===== config.mk =====
export PLATFORM = sky130hd
export DESIGN_NAME = sbias_mgr
export DESIGN_NICKNAME = d
export VERILOG_FILES = /design/src/rtl/sbias_pkg.sv /design/src/rtl/sbias_lite_timer.sv /design/src/rtl/sbias_fsm.sv /design/src/rtl/sbias_mgr.sv
export SDC_FILE = /design/constraint.sdc
export NUM_CORES = 1
export LEC_CHECK = 0
export ABC_AREA = 1
export BUFFER_PORTS_ARGS = -buffer_cell sky130_fd_sc_hd__buf_2
export CAP_MARGIN = 20
export CORE_UTILIZATION = 48
export CTS_CLUSTER_SIZE = 24
export DETAILED_ROUTE_END_ITERATION = 12
export GPL_ROUTABILITY_DRIVEN = 0
export PLACE_DENSITY = 0.71
export SLEW_MARGIN = 10
export SYNTH_ARGS = -nofsm -noshare
export SYNTH_HDL_FRONTEND = slang
export SYNTH_HIERARCHICAL = 1
export SYNTH_SLANG_ARGS = --single-unit

===== constraint.sdc =====
create_clock -name clk -period 1.5 [get_ports clk]
set_input_delay 0.15 -clock clk [delete_from_list [all_inputs] [get_ports clk]]
set_output_delay 0.15 -clock clk [all_outputs]
set_load 0.005 [all_outputs]

===== src/rtl/sbias_pkg.sv =====
package sbias_pkg;

  typedef enum logic [2:0] {
    ST_BOOT  = 3'd0,
    ST_RUN   = 3'd1,
    ST_STBY  = 3'd2,
    ST_FAULT = 3'd3,
    ST_LOCK  = 3'd4
  } sbias_state_t;

  // counter width able to hold values 0..win-1
  function automatic int unsigned cnt_width(input int unsigned win);
    return (win < 2) ? 1 : $clog2(win);
  endfunction

  // true when the count already holds win-1 ticks
  function automatic logic window_full(input int unsigned cnt, input int unsigned win);
    return (cnt + 1) >= win;
  endfunction

  // a tick counts only on light load without an exit request
  function automatic logic light_load(input logic below_skip, input logic above_exit);
    return below_skip & ~above_exit;
  endfunction

endpackage


===== src/rtl/sbias_lite_timer.sv =====
module sbias_lite_timer
  import sbias_pkg::*;
#(
  parameter int unsigned WIN_TICKS = 125
) (
  input  logic clk,
  input  logic rst_n,
  input  logic tick,
  input  logic count_en,
  output logic expire
);

  localparam int unsigned CW = cnt_width(WIN_TICKS);

  logic [CW-1:0] cnt_q;

  assign expire = count_en & tick & window_full(int'(cnt_q), WIN_TICKS);

  always_ff @(posedge clk) begin
    if (!rst_n) begin
      cnt_q <= '0;
    end else if (!count_en) begin
      cnt_q <= '0;
    end else if (tick) begin
      if (expire) cnt_q <= '0;
      else        cnt_q <= cnt_q + 1'b1;
    end
  end

endmodule


===== src/rtl/sbias_fsm.sv =====
module sbias_fsm
  import sbias_pkg::*;
(
  input  logic         clk,
  input  logic         rst_n,
  input  logic         start_ok,
  input  logic         exit_req,
  input  logic         fault,
  input  logic         lock_req,
  input  logic         expire,
  output sbias_state_t state
);

  sbias_state_t state_d;

  always_comb begin
    state_d = state;
    if (lock_req || state == ST_LOCK) begin
      state_d = ST_LOCK;
    end else if (fault) begin
      state_d = ST_FAULT;
    end else begin
      unique case (state)
        ST_BOOT:  if (start_ok) state_d = ST_RUN;
        ST_RUN:   if (expire)   state_d = ST_STBY;
        ST_STBY:  if (exit_req) state_d = ST_RUN;
        ST_FAULT: state_d = ST_BOOT;
        default:  state_d = ST_LOCK;
      endcase
    end
  end

  always_ff @(posedge clk) begin
    if (!rst_n) state <= ST_BOOT;
    else        state <= state_d;
  end

endmodule


===== src/rtl/sbias_mgr.sv =====
module sbias_mgr
  import sbias_pkg::*;
#(
  parameter int unsigned WIN_TICKS = 125
) (
  input  logic clk,
  input  logic rst_n,
  input  logic tick_ms,
  input  logic fb_below_skip,
  input  logic fb_above_exit,
  input  logic start_ok,
  input  logic fault_cfm,
  input  logic latch_off,
  output logic bias_en,
  output logic standby
);

  sbias_state_t state;
  logic         light;
  logic         count_en;
  logic         win_expire;

  assign light    = light_load(fb_below_skip, fb_above_exit);
  assign count_en = (state == ST_RUN) & light;

  sbias_lite_timer #(.WIN_TICKS(WIN_TICKS)) u_timer (
    .clk      (clk),
    .rst_n    (rst_n),
    .tick     (tick_ms),
    .count_en (count_en),
    .expire   (win_expire)
  );

  sbias_fsm u_fsm (
    .clk      (clk),
    .rst_n    (rst_n),
    .start_ok (start_ok),
    .exit_req (fb_above_exit),
    .fault    (fault_cfm),
    .lock_req (latch_off),
    .expire   (win_expire),
    .state    (state)
  );

  assign bias_en = (state == ST_RUN);
  assign standby = (state == ST_STBY);

endmodule


==> results.toml <==
[run_status]
status = "finished with violations"
violations = "setup timing"

[pwr]
ir_worst_vdd_mv = 0.521
power_frac_comb_pct = 11.3
p_sw_uw = 139
clkPwrFrac_pct = 41.1
p_int_uw = 442
powerDensity_nw_per_um2 = 614
pwr-share-seq_pct = 47.6
leakage_uw = 0.000461
swShare_pct = 24.0

[yosys]
synth_top_area_cell = "dfxtp_1"
syn_avg_cell_area_um2 = 6.17
yosys-top-cells-area = "dfxtp_1, nand2_1, inv_1"
ys_ff_latch = 10
syn-cell-area_um2 = 697
synth_nets = 123
synth_top_area_share_pct = 28.7
synthDistinctLibCells = 21
yosysSeqAreaShare_pct = 28.7
yosysWarnings = 6
syn_inst = 113

[die]
die-area_um2 = 1610
num_rows = 13
die_h_um = 40.1
core-area_um2 = 1330
start_util_pct = 52.3
ioPinCount = 10
die_x_um = 40.1

[detailed_routing]
wl_met1_um = 785
drt_first_pass_iters = 4
wl_per_cell_um = 10.9
drc = 0
avgViaCountPerCell = 4.99
highest-signal-layer = "met3"
wl_um = 1680
wl_met2_um = 822
detail-route-antenna-nets = 0
drt-initial-drc-count = 18
vias = 768
wl_met3_um = 68

[clock_network]
clock_path_buffers = 2
numClockSinks = 10
h-tree-depth = 1
clkTransAtPathRegs_ns = 0.07
insertion_delay_ns = 0.26
root_buffer = "clkbuf_4"
cts_made_buffers = 3
ctsHoldBuffers = 0
tritoncts = "done"

[timing]
setup_viol = 1
max_slew.worst_pin.slew_ns = 0.269
fin_crit_ns = 1.53
fin_crit_sh_pct = 102
finalWorstSetupSlack_ns = -0.0253
hold_violations = 0
fmax_mhz = 656
drv_slew = 0
final.setup_skew_ns = 0.00298
rsz0062_at_grt = "true"
relSlewSlack_pct = 82.0

[critical_path]
start_kind = "flop"
worstPathCellList = "ha_4, nand2_4, inv_2, nor2_1, nand2_1, nor2_1, nand3_1, nand2_1, nand2_2, inv_2, inv_2, nand3_2, nand2_1, inv_1, a21oi_2"
worstPathMaxFanout = 5
cp.arrival_ns = 1.68
crit_required_ns = 1.66
cp_slowest_cell = "dfxtp_4"
cpPeakStageDelay_ns = 0.37
crit_path_end_kind = "flop"
worstSetupPathType = "flop to flop"

[min_path]
hold_class = "primary input to flop"

[layout]
syn2layout_area_growth_pct = 35.7
nNetsFinal = 150
drive_above_1_share_pct = 37.4
stdcell_count = 154
num_antenna_cells = 0

[placement]
dpl.cell_count = 148
dp_slack_ns = -0.0324
dp_hpwl_um = 1260
port-buffer-count = 9

[global_routing]
antenna_found_initial = 0
grt_first_pass_wirelength_um = 2520
grt_max_degree = 10
grt_pass1_vias = 619
grt_usage_pct = 24.2
grt_overflow = 0

[run]
maxCapViolCount = 0
cell usage after synthesis (all sizes together):
cell type	instances
nor2	13
nor3	4
nand2	29
clkinv	1
nand4	3
xnor2	1
ha	2
nand3	12
a21oi	9
o21ai	3
o21bai	1
inv	25
dfxtp	10
area by class of cell:
cell class / count / area [um2]
repair buffers: 22 / 143
clock buffers: 4 / 36.3
multi-input cells: 77 / 442
well taps: 15 / 18.8
fillers: 121 / 388
inverters: 26 / 97.6
flip-flops and latches: 10 / 209
per-stage QoR:
step / hold WS (ns) / util, % / TNS [ns] / power, uW / cell area (um2)
6_report: 0.134 / 70.9 / -0.0253 / 581 / 946
5_1_grt: 0.170 / 70.9 / -0.444 / 613 / 946
4_1_cts: 0.123 / 70.0 / -0.00775 / 591 / 933
3_5_place_dp: 0.402 / 64.7 / -0.0324 / 348 / 863
3_3_place_gp: 0.377 / 64.7 / -0.00325 / 345 / 863
2_1_floorplan: 0.254 / - / 0 / 323 / 717
registers in the layout (all words and copies together) (netlist names):
signal,cells
u_timer/cnt_q,7
u_fsm/state,3
layer usage:
metal	vias up	GRT usage, %
li1	404	-
met1	346	29.9
met2	18	39.5
met5	-	0
met3	0	8.33
met4	0	6.03
logic make-up (layout without fill, tap and decap cells):
logic type | after synthesis | in the layout | synth area share (%)
buffers and inverters | 26 | 52 | 14.0
AO/OA/AOI/OAI | 13 | 13 | 11.3
flip-flops | 10 | 10 | 28.7
AND/OR/NAND/NOR | 61 | 61 | 41.1
adder cells (fa/ha/maj) | 2 | 2 | 3.59
XOR/XNOR | 1 | 1 | 1.26
placed cells by master (no fill, tap or decap), drive strengths merged:
master	n
nand3	12
dfxtp	10
clkinv	1
ha	2
a21oi	9
o21bai	1
nand2	29
clkbuf	4
xnor2	1
inv	25
buf	22
o21ai	3
nor2	13
nand4	3
nor3	4
final timing paths:
kind	depth (start not counted)	slack, ns	start	endpoint
setup reg to reg	15	-0.03	u_timer/cnt_q[1]$_SDFFE_PN0P_	u_fsm/state[0]$_SDFFE_PP0P_
setup / recovery	15	-0.03	u_timer/cnt_q[1]$_SDFFE_PN0P_	u_fsm/state[0]$_SDFFE_PP0P_
hold / removal	3	0.13	rst_n	u_fsm/state[2]$_SDFFE_PN0P_
hold reg to reg	2	0.50	u_timer/cnt_q[2]$_SDFFE_PN0P_	u_timer/cnt_q[2]$_SDFFE_PN0P_
critical path, delay by kind of cell, from the launching register on:
kind	cells	cell delay [ns]
flip-flops	1	0.37
buffers and inverters	4	0.22
AO/OA/AOI/OAI	1	0.05
AND/OR/NAND/NOR	9	0.60
adder cells (fa/ha/maj)	1	0.18
repair_timing:
| action | in CTS | in global routing |
|---|---|---|
| setup endpoints to repair | 1 | 9 |
| buffers inserted | 2 | 1 |
| pin swaps | 8 | 3 |
| gates cloned | 0 | 0 |
| resized for setup | 6 | 5 |
power groups by stage:
stage	registers, uW	logic [uW]	clock network (uW)
5_1_grt	278	73.7	261
3_3_place_gp	284	61.5	0
3_5_place_dp	284	64.1	0
4_1_cts	276	64.9	250
6_report	277	65.5	239
2_1_floorplan	282	40.6	0
(Power assumes the default switching activity.)
